**src/rtl/xc_pkg.sv**
```systemverilog
package xc_pkg;
   localparam int FMT_W      = 5;
   localparam int SEG_W      = 32;
   localparam int COMMON_BIT = 30;

   // Legal format: page code 01/10 in [4:3], bit 2 clear, segment code bit 0 clear
   function automatic logic fmt_legal(input logic [FMT_W-1:0] f);
      return ((f[4:3] == 2'b01) || (f[4:3] == 2'b10)) && !f[2] && !f[0];
   endfunction
endpackage

```
**src/rtl/xc_slot.sv**
```systemverilog
module xc_slot import xc_pkg::*; #(
   parameter int STO_W = 20,
   parameter int SX_W  = 4,
   parameter int PX_W  = 8,
   parameter int PTO_W = 20,
   parameter int PFA_W = 12
) (
   input  logic             clk,
   input  logic             rst_n,
   input  logic             wr_en,
   input  logic             clr_all,
   input  logic [STO_W-1:0] w_sto,
   input  logic [SX_W-1:0]  w_sx,
   input  logic [PX_W-1:0]  w_px,
   input  logic [FMT_W-1:0] w_fmt,
   input  logic [PTO_W-1:0] w_pto,
   input  logic             w_com,
   input  logic [PFA_W-1:0] w_pfa,
   input  logic [STO_W-1:0] q_sto,
   input  logic [SX_W-1:0]  q_sx,
   input  logic [PX_W-1:0]  q_px,
   input  logic [FMT_W-1:0] q_fmt,
   input  logic             p_go,
   input  logic [PTO_W-1:0] p_pto,
   input  logic [PX_W-1:0]  p_px,
   input  logic [PFA_W-1:0] p_pfa,
   input  logic [FMT_W-1:0] p_fmt,
   output logic             q_hit,
   output logic [PFA_W-1:0] q_pfa
);
   logic             vld;
   logic [STO_W-1:0] e_sto;
   logic [SX_W-1:0]  e_sx;
   logic [PX_W-1:0]  e_px;
   logic [FMT_W-1:0] e_fmt;
   logic [PTO_W-1:0] e_pto;
   logic             e_com;
   logic [PFA_W-1:0] e_pfa;
   logic             p_match;

   assign p_match = (e_fmt == p_fmt) && (e_pto == p_pto) &&
                    (e_px == p_px) && (e_pfa == p_pfa);

   always_ff @(posedge clk) begin
      if (!rst_n)                vld <= 1'b0;
      else if (clr_all)          vld <= 1'b0;
      else if (wr_en)            vld <= 1'b1;
      else if (p_go && p_match)  vld <= 1'b0;
   end

   always_ff @(posedge clk) begin
      if (wr_en) begin
         e_sto <= w_sto;
         e_sx  <= w_sx;
         e_px  <= w_px;
         e_fmt <= w_fmt;
         e_pto <= w_pto;
         e_com <= w_com;
         e_pfa <= w_pfa;
      end
   end

   assign q_hit = vld && (e_sx == q_sx) && (e_px == q_px) && (e_fmt == q_fmt) &&
                  (e_com || (e_sto == q_sto));
   assign q_pfa = e_pfa;
endmodule

```
**src/rtl/xc_victim.sv**
```systemverilog
module xc_victim #(
   parameter int ENTRIES = 8
) (
   input  logic               clk,
   input  logic               rst_n,
   input  logic               adv,
   output logic [ENTRIES-1:0] sel
);
   localparam int IDX_W = (ENTRIES > 1) ? $clog2(ENTRIES) : 1;
   localparam bit POW2  = (1 << IDX_W) == ENTRIES;

   logic [IDX_W-1:0] ptr;

   generate
      if (POW2) begin : g_wrap_free
         always_ff @(posedge clk) begin
            if (!rst_n)   ptr <= '0;
            else if (adv) ptr <= ptr + 1'b1;
         end
      end else begin : g_wrap_cmp
         always_ff @(posedge clk) begin
            if (!rst_n)   ptr <= '0;
            else if (adv) ptr <= (ptr == IDX_W'(ENTRIES - 1)) ? '0 : ptr + 1'b1;
         end
      end
   endgenerate

   always_comb begin
      sel = '0;
      sel[ptr] = 1'b1;
   end
endmodule

```
**src/rtl/xc_purge.sv**
```systemverilog
module xc_purge import xc_pkg::*; #(
   parameter int PTO_W = 20,
   parameter int PX_W  = 8,
   parameter int PFA_W = 12
) (
   input  logic             clk,
   input  logic             rst_n,
   input  logic             req,
   input  logic [PTO_W-1:0] r_pto,
   input  logic [PX_W-1:0]  r_px,
   input  logic [PFA_W-1:0] r_pfa,
   input  logic [FMT_W-1:0] r_fmt,
   input  logic             drained,
   output logic             busy,
   output logic             err,
   output logic             go,
   output logic [PTO_W-1:0] h_pto,
   output logic [PX_W-1:0]  h_px,
   output logic [PFA_W-1:0] h_pfa,
   output logic [FMT_W-1:0] h_fmt
);
   logic accept;

   assign accept = req && !busy;
   assign go     = busy && drained;

   always_ff @(posedge clk) begin
      if (!rst_n) begin
         busy <= 1'b0;
         err  <= 1'b0;
      end else begin
         err <= accept && !fmt_legal(r_fmt);
         if (go)
            busy <= 1'b0;
         else if (accept && fmt_legal(r_fmt))
            busy <= 1'b1;
      end
   end

   always_ff @(posedge clk) begin
      if (accept) begin
         h_pto <= r_pto;
         h_px  <= r_px;
         h_pfa <= r_pfa;
         h_fmt <= r_fmt;
      end
   end
endmodule

```
**src/rtl/xlat_cache.sv**
```systemverilog
module xlat_cache import xc_pkg::*; #(
   parameter int ENTRIES = 8,
   parameter int STO_W   = 20,
   parameter int SX_W    = 4,
   parameter int PX_W    = 8,
   parameter int PTO_W   = 20,
   parameter int PFA_W   = 12
) (
   input  logic             clk,
   input  logic             rst_n,
   input  logic             lk_v,
   input  logic [STO_W-1:0] lk_sto,
   input  logic [SX_W-1:0]  lk_sx,
   input  logic [PX_W-1:0]  lk_px,
   input  logic [FMT_W-1:0] lk_fmt,
   input  logic             fill_en,
   input  logic [STO_W-1:0] fill_sto,
   input  logic [SX_W-1:0]  fill_sx,
   input  logic [PX_W-1:0]  fill_px,
   input  logic [FMT_W-1:0] fill_fmt,
   input  logic [SEG_W-1:0] fill_ste,
   input  logic [PFA_W-1:0] fill_frame,
   input  logic             flush,
   input  logic             inv_req,
   input  logic [PTO_W-1:0] inv_pto,
   input  logic [PX_W-1:0]  inv_px,
   input  logic [PFA_W-1:0] inv_frame,
   input  logic [FMT_W-1:0] inv_fmt,
   input  logic             stores_drained,
   output logic             lk_rdy,
   output logic             lk_hit,
   output logic [PFA_W-1:0] lk_frame,
   output logic             inv_busy,
   output logic             inv_err
);
   localparam int PTO_LSB = COMMON_BIT - PTO_W;

   generate
      if (ENTRIES < 2) begin : g_chk_entries
         $error("xlat_cache: ENTRIES must be at least 2");
      end
      if (PTO_W < 1 || PTO_W > COMMON_BIT) begin : g_chk_pto
         $error("xlat_cache: PTO_W must fit below the shared flag");
      end
   endgenerate

   logic [ENTRIES-1:0] victim;
   logic [ENTRIES-1:0] slot_hit;
   logic [PFA_W-1:0]   slot_pfa [ENTRIES];
   logic               p_go;
   logic [PTO_W-1:0]   p_pto;
   logic [PX_W-1:0]    p_px;
   logic [PFA_W-1:0]   p_pfa;
   logic [FMT_W-1:0]   p_fmt;
   logic               hit_any;
   logic [PFA_W-1:0]   frame_or;
   logic [PTO_W-1:0]   fill_pto;

   assign fill_pto = fill_ste[PTO_LSB +: PTO_W];

   xc_victim #(.ENTRIES(ENTRIES)) u_victim (
      .clk (clk), .rst_n (rst_n), .adv (fill_en), .sel (victim)
   );

   xc_purge #(.PTO_W(PTO_W), .PX_W(PX_W), .PFA_W(PFA_W)) u_purge (
      .clk (clk), .rst_n (rst_n), .req (inv_req),
      .r_pto (inv_pto), .r_px (inv_px), .r_pfa (inv_frame), .r_fmt (inv_fmt),
      .drained (stores_drained), .busy (inv_busy), .err (inv_err), .go (p_go),
      .h_pto (p_pto), .h_px (p_px), .h_pfa (p_pfa), .h_fmt (p_fmt)
   );

   for (genvar i = 0; i < ENTRIES; i++) begin : g_slot
      xc_slot #(
         .STO_W(STO_W), .SX_W(SX_W), .PX_W(PX_W), .PTO_W(PTO_W), .PFA_W(PFA_W)
      ) u_slot (
         .clk     (clk),
         .rst_n   (rst_n),
         .wr_en   (fill_en && victim[i]),
         .clr_all (flush),
         .w_sto   (fill_sto),
         .w_sx    (fill_sx),
         .w_px    (fill_px),
         .w_fmt   (fill_fmt),
         .w_pto   (fill_pto),
         .w_com   (fill_ste[COMMON_BIT]),
         .w_pfa   (fill_frame),
         .q_sto   (lk_sto),
         .q_sx    (lk_sx),
         .q_px    (lk_px),
         .q_fmt   (lk_fmt),
         .p_go    (p_go),
         .p_pto   (p_pto),
         .p_px    (p_px),
         .p_pfa   (p_pfa),
         .p_fmt   (p_fmt),
         .q_hit   (slot_hit[i]),
         .q_pfa   (slot_pfa[i])
      );
   end

   always_comb begin
      hit_any  = 1'b0;
      frame_or = '0;
      for (int i = 0; i < ENTRIES; i++) begin
         if (slot_hit[i]) begin
            hit_any  = 1'b1;
            frame_or = frame_or | slot_pfa[i];
         end
      end
   end

   always_ff @(posedge clk) begin
      if (!rst_n) begin
         lk_rdy   <= 1'b0;
         lk_hit   <= 1'b0;
         lk_frame <= '0;
      end else begin
         lk_rdy   <= lk_v;
         lk_hit   <= lk_v && hit_any;
         lk_frame <= (lk_v && hit_any) ? frame_or : '0;
      end
   end
endmodule

```
**config.mk**
```make
export PLATFORM = sky130hd
export DESIGN_NAME = xlat_cache
export DESIGN_NICKNAME = d
export VERILOG_FILES = /design/src/rtl/xc_pkg.sv /design/src/rtl/xc_slot.sv /design/src/rtl/xc_victim.sv /design/src/rtl/xc_purge.sv /design/src/rtl/xlat_cache.sv
export SDC_FILE = /design/constraint.sdc
export NUM_CORES = 1
export LEC_CHECK = 0
export BUFFER_PORTS_ARGS = -buffer_cell sky130_fd_sc_hd__buf_4
export CAP_MARGIN = 20
export CORE_ASPECT_RATIO = 1.5
export CORE_UTILIZATION = 40
export CTS_CLUSTER_DIAMETER = 100
export CTS_CLUSTER_SIZE = 40
export DETAILED_ROUTE_END_ITERATION = 8
export PLACE_DENSITY = 0.64
export RECOVER_POWER = 50
export SYNTH_ARGS = -nofsm -noshare
export SYNTH_HDL_FRONTEND = slang
export SYNTH_HIERARCHICAL = 1
export SYNTH_SLANG_ARGS = --single-unit
```
**constraint.sdc**
```tcl
create_clock -name clk -period 3.1 [get_ports clk]
set_clock_uncertainty 0.05 [all_clocks]
set_input_delay 0.465 -clock clk [delete_from_list [all_inputs] [get_ports clk]]
set_output_delay 0.465 -clock clk [all_outputs]
set_load 0.005 [all_outputs]
```
After elaboration in Yosys (flattened, before gate mapping):

Cells that the tools add are included.

* add/subtract/negate cells: 1
* $lt $le $gt $ge: 2
* equality and inequality tests: 66
* muxes and demuxes: 34
* bitwise logic cells: 8
* reduce and logical (&&, ||, !) cells: 104

Operators by type and width (number)
* equality test 20 bit: 16
* equality test 8 bit: 16
* equality test 12 bit: 8
* 2-to-1 mux 12 bit: 8
* bitwise OR 12 bit: 7
* equality test 5 bit: 16
* logical AND 1 bit: 80
* equality test 4 bit: 8
* 2-to-1 mux 1 bit: 25
* nonzero test 2 bit: 8
* logical OR 1 bit: 9
* logical NOT 1 bit: 4
* less-than comparator 3 x 4 -> 1 bit, second input constant: 1
* OR reduction 2 bit: 2
* adder 3 x 1 -> 3 bit, second input constant: 1
* demux 1 bit (select 3 bit): 1
* greater-or-equal comparator 3 x 1 -> 1 bit, second input constant: 1
* equality test 2 x 1 -> 1 bit, second input constant: 1
* equality test 2 bit, second input constant: 1
* AND reduction 2 bit: 1
* NOT 1 bit: 1

* bits in registers: 632
* input port bits: 170

Longest topological paths before layout:

Gate-level depths: netlist of the first run.

* depth in word-level cells: 20
* mapped depth: 9
* mapped depth without buffers: 8

By module:

Netlist of the first run, hierarchy kept.

By module, submodules not included
* xc_slot: instances 8, cells an instance 187, area an instance 3041.7 sq um, seq. area each 2122.0 sq um
* xc_purge: instances 1, cells an instance 56, area an instance 1446.4 sq um, seq. area each 1391.3 sq um
* xlat_cache: instances 1, cells an instance 96, area an instance 870.8 sq um, seq. area each 280.3 sq um
* xc_victim: instances 1, cells an instance 23, area an instance 212.7 sq um, seq. area each 60.1 sq um

Worst setup path before layout of the first run:

Ideal clock, no wire load.

* path kind: reg-to-reg
* start point: register u_victim.ptr[0]
* end point: register g_slot[6].u_slot.vld
* data arrival time: 2914 ps
* required time: 2954 ps
* path slack: 39 ps
* cell stages (with the launch flop): 9
* path buffers: 1
* clock period less this slack: 3061 ps
* cell sequence: dfxtp_1 > buf_6 > and3b_2 > and2_1 > inv_1 > o2111a_1 > nand4_1 > nor4_1 > nor4b_1

* cells in the longest elaborated chain, start to end: 6
* elaborated cells between the ends (all ways): 8
* those cells by class: order compare: 2; mux: 3; reduce/logical: 3

RTL lines
* start, declared: RTL line xc_victim.sv:12 `logic [IDX_W-1:0] ptr;`
* start signal, assigned: RTL line xc_victim.sv:18 `else if (adv) ptr <= ptr + 1'b1;`
* less-than comparator 3 x 4 -> 1 bit (implied by the code) / greater-or-equal comparator 3 x 1 -> 1 bit (equally long branches): RTL line xc_victim.sv:30 `sel[ptr] = 1'b1;`
* logical AND 1 bit (implied by the code): RTL line xc_victim.sv:30
* 2-to-1 mux 1 bit (implied by the code): RTL line xc_victim.sv:30
* demux 1 bit (select 3 bit) (*)
* via victim[6]: RTL line xlat_cache.sv:47 `logic [ENTRIES-1:0] victim;`
* logical AND 1 bit (*): RTL line xlat_cache.sv:78 `.wr_en (fill_en && victim[i]),`
* 2-to-1 mux 1 bit / nonzero test 2 bit (equally long branches)
* end signal, assigned: RTL line xc_slot.sv:46 `else if (clr_all) vld <= 1'b0;`
* end signal, assigned: RTL line xc_slot.sv:47 `else if (wr_en) vld <= 1'b1;`
* end signal, assigned: RTL line xc_slot.sv:48 `else if (p_go && p_match) vld <= 1'b0;`
* end, declared: RTL line xc_slot.sv:31 `logic vld;`

The timed path passes the listed nets; every way through them passes the cells marked *.
A chain may end at the register's enable or synchronous reset.

Final worst setup path of the first run:

* start point: register u_victim.ptr[2]
* end point: register g_slot[4].u_slot.vld

* cells in the longest elaborated chain, start to end: 6
* elaborated cells between the ends (all ways): 8
* those cells by class: order compare: 2; mux: 3; reduce/logical: 3

RTL lines (RTL line)
* less-than comparator 3 x 4 -> 1 bit (implied by the code) / greater-or-equal comparator 3 x 1 -> 1 bit (equally long branches): xc_victim.sv:30
* logical AND 1 bit (implied by the code): xc_victim.sv:30
* 2-to-1 mux 1 bit (implied by the code): xc_victim.sv:30
* demux 1 bit (select 3 bit) (*)
* via victim[4]: xlat_cache.sv:47
* logical AND 1 bit (*): xlat_cache.sv:78
* 2-to-1 mux 1 bit / nonzero test 2 bit (equally long branches)
* end signal, assigned: xc_slot.sv:46
* end signal, assigned: xc_slot.sv:47
* end signal, assigned: xc_slot.sv:48
* end, declared: xc_slot.sv:31

Marked as above.

==> reports/qor.yml, run 1 <==
grt:
  grt_antenna_before_repair: 10
  grt_pass1_vias: 15500
  grt_pass1_wl_um: 102000
  grtUsageTotal: 0.211
  grt_max_degree: 46
  grt-ovfl-total: 0
synthesis:
  synthesis.nets: 1842
  ys_warn_count: 6
  syn_avg_cell_area_um2: 16.1
  synth.largest_area_cell: "edfxtp_1"
  ys_async_sr_fraction: 0
  ys_types: 33
  ys_seq_area_frac: 0.696
  yosys-top-cells-area: "edfxtp_1, xor2_1, xnor2_1"
  synthCells: 1671
  synth_ff_type: "edfxtp_1"
  synth-seq-cells: 632
  yosysTopAreaCellShare: 0.676
  synth_edf_count: 605
  syn_area_um2: 26900
critical_path:
  setup.worst_path.end_class: "flop"
  start_kind: "flop"
  crit_path_cell_trace: "nor3b_1 > and2_0 > buf_4 > nor2_1 > nor4b_1"
  r2r_cells: 5
  cp.arrival_ps: 3200
  crit_path_top_delay_cell: "and2_0"
  worst-setup-path-type: "reg -> reg"
  critPathRequiredTime_ps: 3540
  cp_max_fo: 18
  crit_path_max_incr_delay_ps: 1010
routing:
  dr_total_vias: 14800
  drc: 0
  routed_wl_um: 71900
  antenna_left: 0
  drt_first_iter_violations: 1047
  routedWlPerCell_um: 25.3
  via_per_inst: 5.19
  first_pass_iters: 4
timing:
  drv_slew: 0
  rsz0062_at_grt: "false"
  holdWs_ps: 56.9
  maxSlewHeadroom: 0.141
  final-setup-viol-count: 0
  setup_tns_ps: 0
  clock.fmax_ghz: 0.363
  finalCritPeriodShare: 0.889
  hold_violations: 0
  worstMarginPinSlew_ps: 1290
  min_period_ps: 2760
cts:
  cts_buffers: 21
  clockRootBuffer: "clkbuf_16"
  clockBufferDepth: 3
  cts_setup_buffers: 0
  cts.sinks: 632
  clkTransAtPathRegs_ps: 150
  htree_levels: 1
  cts_resized: 0
  cts_tree: "built"
  worstSkewPairLatency_ps: 590
place:
  dp_hpwl_um: 52700
  place_congestion: 0.898
  io_buffers: 174
pwr:
  p_leak_uw: 0.00994
  power_uw: 14800
  peakVddDrop_v: 0.000495
  pwr_density_cell_nw_per_um2: 486
layout:
  syn_to_final_growth_pct: 13.5
  layout_common_cells: "edfxtp_1, xor2_1, nor4_1"
  post-route-util: 0.458
  final_common_cell: "edfxtp_1"
  layout-drive-gt1-share: 0.0941
  layout.nets: 2114
hold_path:
  min_path_type: "in -> reg"
  hold_depth: 2
floorplanning:
  ioPinCount: 186
  die_area_um2: 68200
  dieWidth_um: 214
  num_rows: 116
  core_um2: 66600
  die_y_um: 319
  initial_utilization: 0.403
run_status:
  outcome: "complete, no violations"
run:
  drv_cap: 0
[cells in the mapped netlist, types with 11 or more instances]
master	n
nand4_1	48
xor2_1	522
nor3_1	17
xnor2_1	128
dfxtp_1	27
nor4_1	136
nand2_1	12
inv_1	18
a22oi_1	24
a31oi_1	20
edfxtp_1	605
nand3_1	16
and2_1	11
a22o_1	12
a221oi_1	12
[where the power goes]
group          switching [uW]  internal [uW]
Sequential                227           9590
Clock                    2510           1360
Combinational             676            457
Total                    3420          11400
[path summary, 6_finish.rpt]
kind                                                          end  slack [ps]                         startpoint
worst max-delay path            g_slot[4].u_slot/vld$_SDFFE_PP0P_         340       u_victim/ptr[2]$_SDFFE_PN0P_
worst min-delay path            g_slot[2].u_slot/vld$_SDFFE_PP0P_          60                              flush
worst max register to register  g_slot[4].u_slot/vld$_SDFFE_PP0P_         340       u_victim/ptr[2]$_SDFFE_PN0P_
worst min register to register  g_slot[0].u_slot/vld$_SDFFE_PP0P_         490  g_slot[0].u_slot/vld$_SDFFE_PP0P_
[kinds of logic after synthesis]
group                    after synthesis  synth area share
AO/OA/AOI/OAI                         87            0.0249
XOR/XNOR                             650             0.212
adder cells (fa/ha/maj)                1          0.000466
buffers and inverters                 29           0.00489
flip-flops                           632             0.696
multiplexers                           2          0.000745
AND/OR/NAND/NOR                      270            0.0607
[layer usage]
metal / up-vias / track usage / part of all wire
li1: 6794 / - / -
met1: 7465 / 0.233 / 0.37
met2: 367 / 0.389 / 0.53
met3: 111 / 0.0298 / 0.044
met4: 14 / 0.102 / 0.053
met5: - / 0 / 0.0014
[through the flow]
| stage | instances | worst slack [ps] | instance area [um2] |
|---|---|---|---|
| 6_report | 2844 | 343 | 30500 |
| 4_1_cts | 2841 | 378 | 30800 |
| 3_5_place_dp | 2764 | 262 | 29700 |
| 5_1_grt | 2843 | 222 | 30500 |
| 3_3_place_gp | 2764 | 322 | 29700 |
| 2_1_floorplan | 1671 | 39.5 | 26900 |
[critical path: cells and delay by family, from the launching register on]
kind,cells,cell delay [ps]
AND/OR/NAND/NOR,4,1580
flip-flops,1,530
buffers and inverters,1,480
[cell type report]
type                            instances  area (um2)
Clock inverter                          5        98.8
Timing Repair Buffer                  260        1870
Clock buffer                           31         563
Inverter                               18        67.6
Fill cell                            5879       36100
Multi-Input combinational cell       1010        8070
Antenna cell                            3        7.51
Sequential cell                       632       18700
Tap cell                              885        1110
[state kept, by name (all words and copies together) (netlist names), 3 cells and up]
register and flops:
g_slot.u_slot/e_pto 160, g_slot.u_slot/e_sto 160, g_slot.u_slot/q_pfa 96, g_slot.u_slot/e_px 64
g_slot.u_slot/e_fmt 40, g_slot.u_slot/e_sx 32, u_purge/h_pto 20, lk_frame 12
u_purge/h_pfa 12, g_slot.u_slot/e_com 8, g_slot.u_slot/vld 8, u_purge/h_px 8
u_purge/h_fmt 5, u_victim/ptr 3
[repair_timing]
| action | 4_1_cts | 5_1_grt |
|---|---|---|
| hold endpoints to repair | 41 | 0 |
| endpoints found under the setup margin | 0 | 0 |
| hold buffers | 41 | 0 |
No activity file was read; power rests on OpenSTA's default activity.
==> inputs of run 2 (changes only) <==
PLACE_DENSITY = 0.62   (was 0.64)
clock period = 2.62 ns   (was 3.1 ns; I/O delays follow)
==> reports/qor.yml, run 2 (synthesis results as in run 1) <==
run_status:
  outcome: "complete, no violations"
grt:
  grt_pass1_wl_um: 106000
  grt-ovfl-total: 0
  grt_max_degree: 50
  grtUsageTotal: 0.219
  grt_pass1_vias: 16300
  grt_antenna_before_repair: 5
floorplanning:
  ioPinCount: 186
  die_y_um: 319
  dieWidth_um: 214
  initial_utilization: 0.403
  core_um2: 66600
  num_rows: 116
  die_area_um2: 68200
cts:
  clkTransAtPathRegs_ps: 140
  clockBufferDepth: 3
  cts.sinks: 632
  cts_setup_buffers: 0
  cts_tree: "built"
  worstSkewPairLatency_ps: 620
  clockRootBuffer: "clkbuf_16"
  htree_levels: 1
  cts_buffers: 20
timing:
  hold_violations: 0
  setup_tns_ps: 0
  setup_ws_ps: 91.3
  finalCritPeriodShare: 0.965
  rsz0062_at_grt: "false"
  maxSlewHeadroom: 0.131
  clock.fmax_ghz: 0.395
  min_period_ps: 2530
  drv_slew: 0
  worstMarginPinSlew_ps: 1300
  final-setup-viol-count: 0
place:
  dp.cells: 2827
  io_buffers: 174
  dp_hpwl_um: 54600
  place_congestion: 0.889
  dp_slack_ps: -144
routing:
  antenna_left: 0
  first_pass_iters: 5
  via_per_inst: 5.17
  drc: 0
  drt_first_iter_violations: 1200
  routedWlPerCell_um: 25.0
  routed_wl_um: 74600
  dr_total_vias: 15400
critical_path:
  start_kind: "flop"
  crit_path_cell_trace: "xor2_1 > nor4_1 > buf_4 > a31oi_1 > buf_4 > nor3_2 > buf_4 > a22o_1 > a221oi_1 > a31oi_1"
  cp_max_fo: 8
  cp.arrival_ps: 3000
  crit_path_max_incr_delay_ps: 540
  setup.worst_path.end_class: "flop"
  worst-setup-path-type: "reg -> reg"
  cpMostUsedCell: "buf_4"
  crit_path_top_delay_cell: "nor4_1"
  critPathRequiredTime_ps: 3090
layout:
  final_common_cell: "edfxtp_1"
  layout.nets: 2251
  layout-drive-gt1-share: 0.120
  syn_to_final_growth_pct: 18.2
  layout_common_cells: "edfxtp_1, xor2_1, buf_4"
  post-route-util: 0.477
  nFillCells: 5827
  layoutNonFillerInstCount: 2983
pwr:
  p_leak_uw: 0.0106
  power_uw: 17700
  peakVddDrop_v: 0.000618
  pwr_density_cell_nw_per_um2: 556
run:
  drv_cap: 0
hold_path:
  min_path_type: "in -> reg"
## run 2: cell count changes in the layout (fill, tap and decap cells not counted), sizes merged
cell | before | now
dlygate4sd3 | 41 | 116
buf | 104 | 166
diode | 3 | 4
clkbuf | 146 | 147
## run 2: report_power, final
part | switching (uW) | total, uW | internal, uW
clock network | 2950 | 4520 | 1570
logic | 867 | 1530 | 659
registers | 263 | 11600 | 11300
total | 4080 | 17700 | 13600
## run 2: layout make-up
type,instances,area [um2],area share
inverters,18,67.6,0.00213
clock buffers,31,563,0.0177
well taps,885,1110,0.0349
diodes,4,10.0,0.000315
multi-input cells,1010,8110,0.255
repair buffers,398,3130,0.0986
clock inverters,5,63.8,0.00201
flip-flops and latches,632,18700,0.589
## run 2: through the flow
step	area [um2]	hold slack [ps]
2_1_floorplan	26900	420
3_3_place_gp	30200	462
3_5_place_dp	30200	462
4_1_cts	32000	46.6
5_1_grt	31800	71.9
6_report	31800	85.3
## run 2: worst max-delay path: cells and delay by family (launching register included)
kind | cells | cell delay (ps)
xor+xnor | 1 | 150
flops | 1 | 410
compound gates | 4 | 510
simple gates | 2 | 710
buf+inv | 3 | 610
## run 2: per-layer routing
| metal | track usage | routed length, um |
|---|---|---|
| met1 | 0.249 | 27800 |
| met2 | 0.405 | 40000 |
| met3 | 0.0182 | 2920 |
| met4 | 0.108 | 3880 |
| met5 | 0 | 13 |
## run 2: path summary, 6_finish.rpt
kind | startpoint | to | slack [ps] | cells past startpoint
setup / recovery | g_slot[4].u_slot/e_sto[7]$_DFFE_PP_ | lk_frame[4]$_SDFF_PN0_ | 90 | 10
hold / removal | stores_drained | u_purge/busy$_SDFFE_PP0P_ | 90 | 4
setup reg to reg | g_slot[4].u_slot/e_sto[7]$_DFFE_PP_ | lk_frame[4]$_SDFF_PN0_ | 90 | 10
hold reg to reg | g_slot[4].u_slot/vld$_SDFFE_PP0P_ | g_slot[4].u_slot/vld$_SDFFE_PP0P_ | 480 | 2
## run 2: repair_timing
item,CTS,global route
setup endpoints to repair,0,12
gates resized for setup,0,4
hold buffers,116,0
hold endpoints to repair,588,0
==> inputs of run 3 (changes only) <==
CORE_ASPECT_RATIO = 0.6   (was 1.5)
==> reports/qor.yml, run 3 (synthesis results as in run 1) <==
run_status:
  violations: "max-capacitance violations, max-slew violations"
  outcome: "finished, violations left"
timing:
  maxSlewHeadroom: -0.0717
  setup_tns_ps: 0
  finalCritPeriodShare: 0.996
  drv_slew: 48
  setup_ws_ps: 11.1
  final-setup-viol-count: 0
  hold_violations: 0
  worstMarginPinSlew_ps: 1610
  min_period_ps: 2610
  clock.fmax_ghz: 0.383
cts:
  htree_levels: 1
  cts.sinks: 632
  clockBufferDepth: 3
  clockRootBuffer: "clkbuf_16"
  worstSkewPairLatency_ps: 610
  cts_buffers: 19
  cts_tree: "built"
  clkTransAtPathRegs_ps: 150
floorplanning:
  initial_utilization: 0.405
  core_um2: 66300
  num_rows: 73
  ioPinCount: 186
  die_y_um: 203
  dieWidth_um: 337
  die_area_um2: 68200
layout:
  final_area_um2: 31600
  layout-drive-gt1-share: 0.113
  final_common_cell: "edfxtp_1"
  diodes: 0
  layout.nets: 2227
  layout_common_cells: "edfxtp_1, xor2_1, nor4_1"
  layoutNonFillerInstCount: 2967
  syn_to_final_growth_pct: 17.5
hold_path:
  min_path_type: "in -> reg"
routing:
  routedWlPerCell_um: 25.6
  routed_wl_um: 75900
  first_pass_iters: 5
  drc: 0
  drt_first_iter_violations: 1859
  dr_total_vias: 15700
  via_per_inst: 5.28
  antenna_left: 0
critical_path:
  setup.worst_path.end_class: "flop"
  cp_max_fo: 7
  cp.arrival_ps: 3060
  critPathRequiredTime_ps: 3070
  start_kind: "flop"
  worst-setup-path-type: "reg -> reg"
place:
  place_congestion: 0.976
  dp_slack_ps: -147
  io_buffers: 174
  postPlaceCellArea_um2: 30100
  dp_hpwl_um: 55000
  dp.cells: 2816
run:
  drv_cap: 1
grt:
  grtUsageTotal: 0.220
  grt_antenna_before_repair: 1
  grt_max_degree: 48
  grt-ovfl-total: 0
  grt_pass1_vias: 15200
  grt_pass1_wl_um: 107000
pwr:
  p_leak_uw: 0.0104
  peakVddDrop_v: 0.000394
  pwr_density_cell_nw_per_um2: 553
  power_uw: 17500
-- run 3: changes by cell type in the layout (fill, tap and decap cells not counted), sizes merged --
cell,previous run,this run
buf,166,143
clkinvlp,1,0
diode,4,0
clkbuf,147,146
clkinv,2,0
-- run 3: final timing paths --
path,startpoint,to,cells past startpoint,slack [ps]
setup / recovery,g_slot[7].u_slot/e_px[1]$_DFFE_PP_,lk_frame[4]$_SDFF_PN0_,9,10
hold / removal,stores_drained,u_purge/busy$_SDFFE_PP0P_,4,80
setup reg to reg,g_slot[7].u_slot/e_px[1]$_DFFE_PP_,lk_frame[4]$_SDFF_PN0_,9,10
hold reg to reg,g_slot[5].u_slot/vld$_SDFFE_PP0P_,g_slot[5].u_slot/vld$_SDFFE_PP0P_,2,470
-- run 3: through the flow --
| step | hold slack [ps] | utilization |
|---|---|---|
| final | 76.0 | 0.476 |
| after global routing | 68.7 | 0.476 |
| after global placement | 448 | 0.453 |
| after floorplan | 420 | - |
| after detailed placement | 448 | 0.453 |
| after CTS | 57.9 | 0.479 |
-- run 3: final cells by class --
| cell class | instances | area [um2] |
|---|---|---|
| fill | 5809 | 34800 |
| sequential | 632 | 18700 |
| multi-input combinational | 1010 | 8180 |
| clock inverter | 2 | 17.5 |
| clock buffer | 30 | 517 |
| timing repair buffer | 375 | 2950 |
| inverter | 18 | 67.6 |
| tap | 900 | 1130 |
-- run 3: per-layer routing --
layer,GRT usage,part of all wire
met1,0.351,0.48
met2,0.302,0.41
met3,0.0563,0.096
met4,0.0291,0.012
met5,0.0191,0.0025
-- run 3: what timing repair did --
action	in CTS	in global routing
setup buffers	0	3
endpoints found under the setup margin	1	12
resized for setup	2	16
hold endpoints to repair	608	0
pin swaps	0	4
hold buffers	116	0
-- run 3: worst max-delay path, stage by stage, from the launching register on --
cell and delay (ps):
edfxtp_1 570, xor2_1 360, nor4_1 80, buf_4 160
nand3_1 120, nor3_2 70, or4_1 580, o21ai_2 230
buf_6 200, a31oi_1 80
-- run 3: where the power goes --
part | internal, uW | switching [uW]
combinational | 646 | 898
sequential | 11400 | 266
clock | 1410 | 2890
total | 13400 | 4050
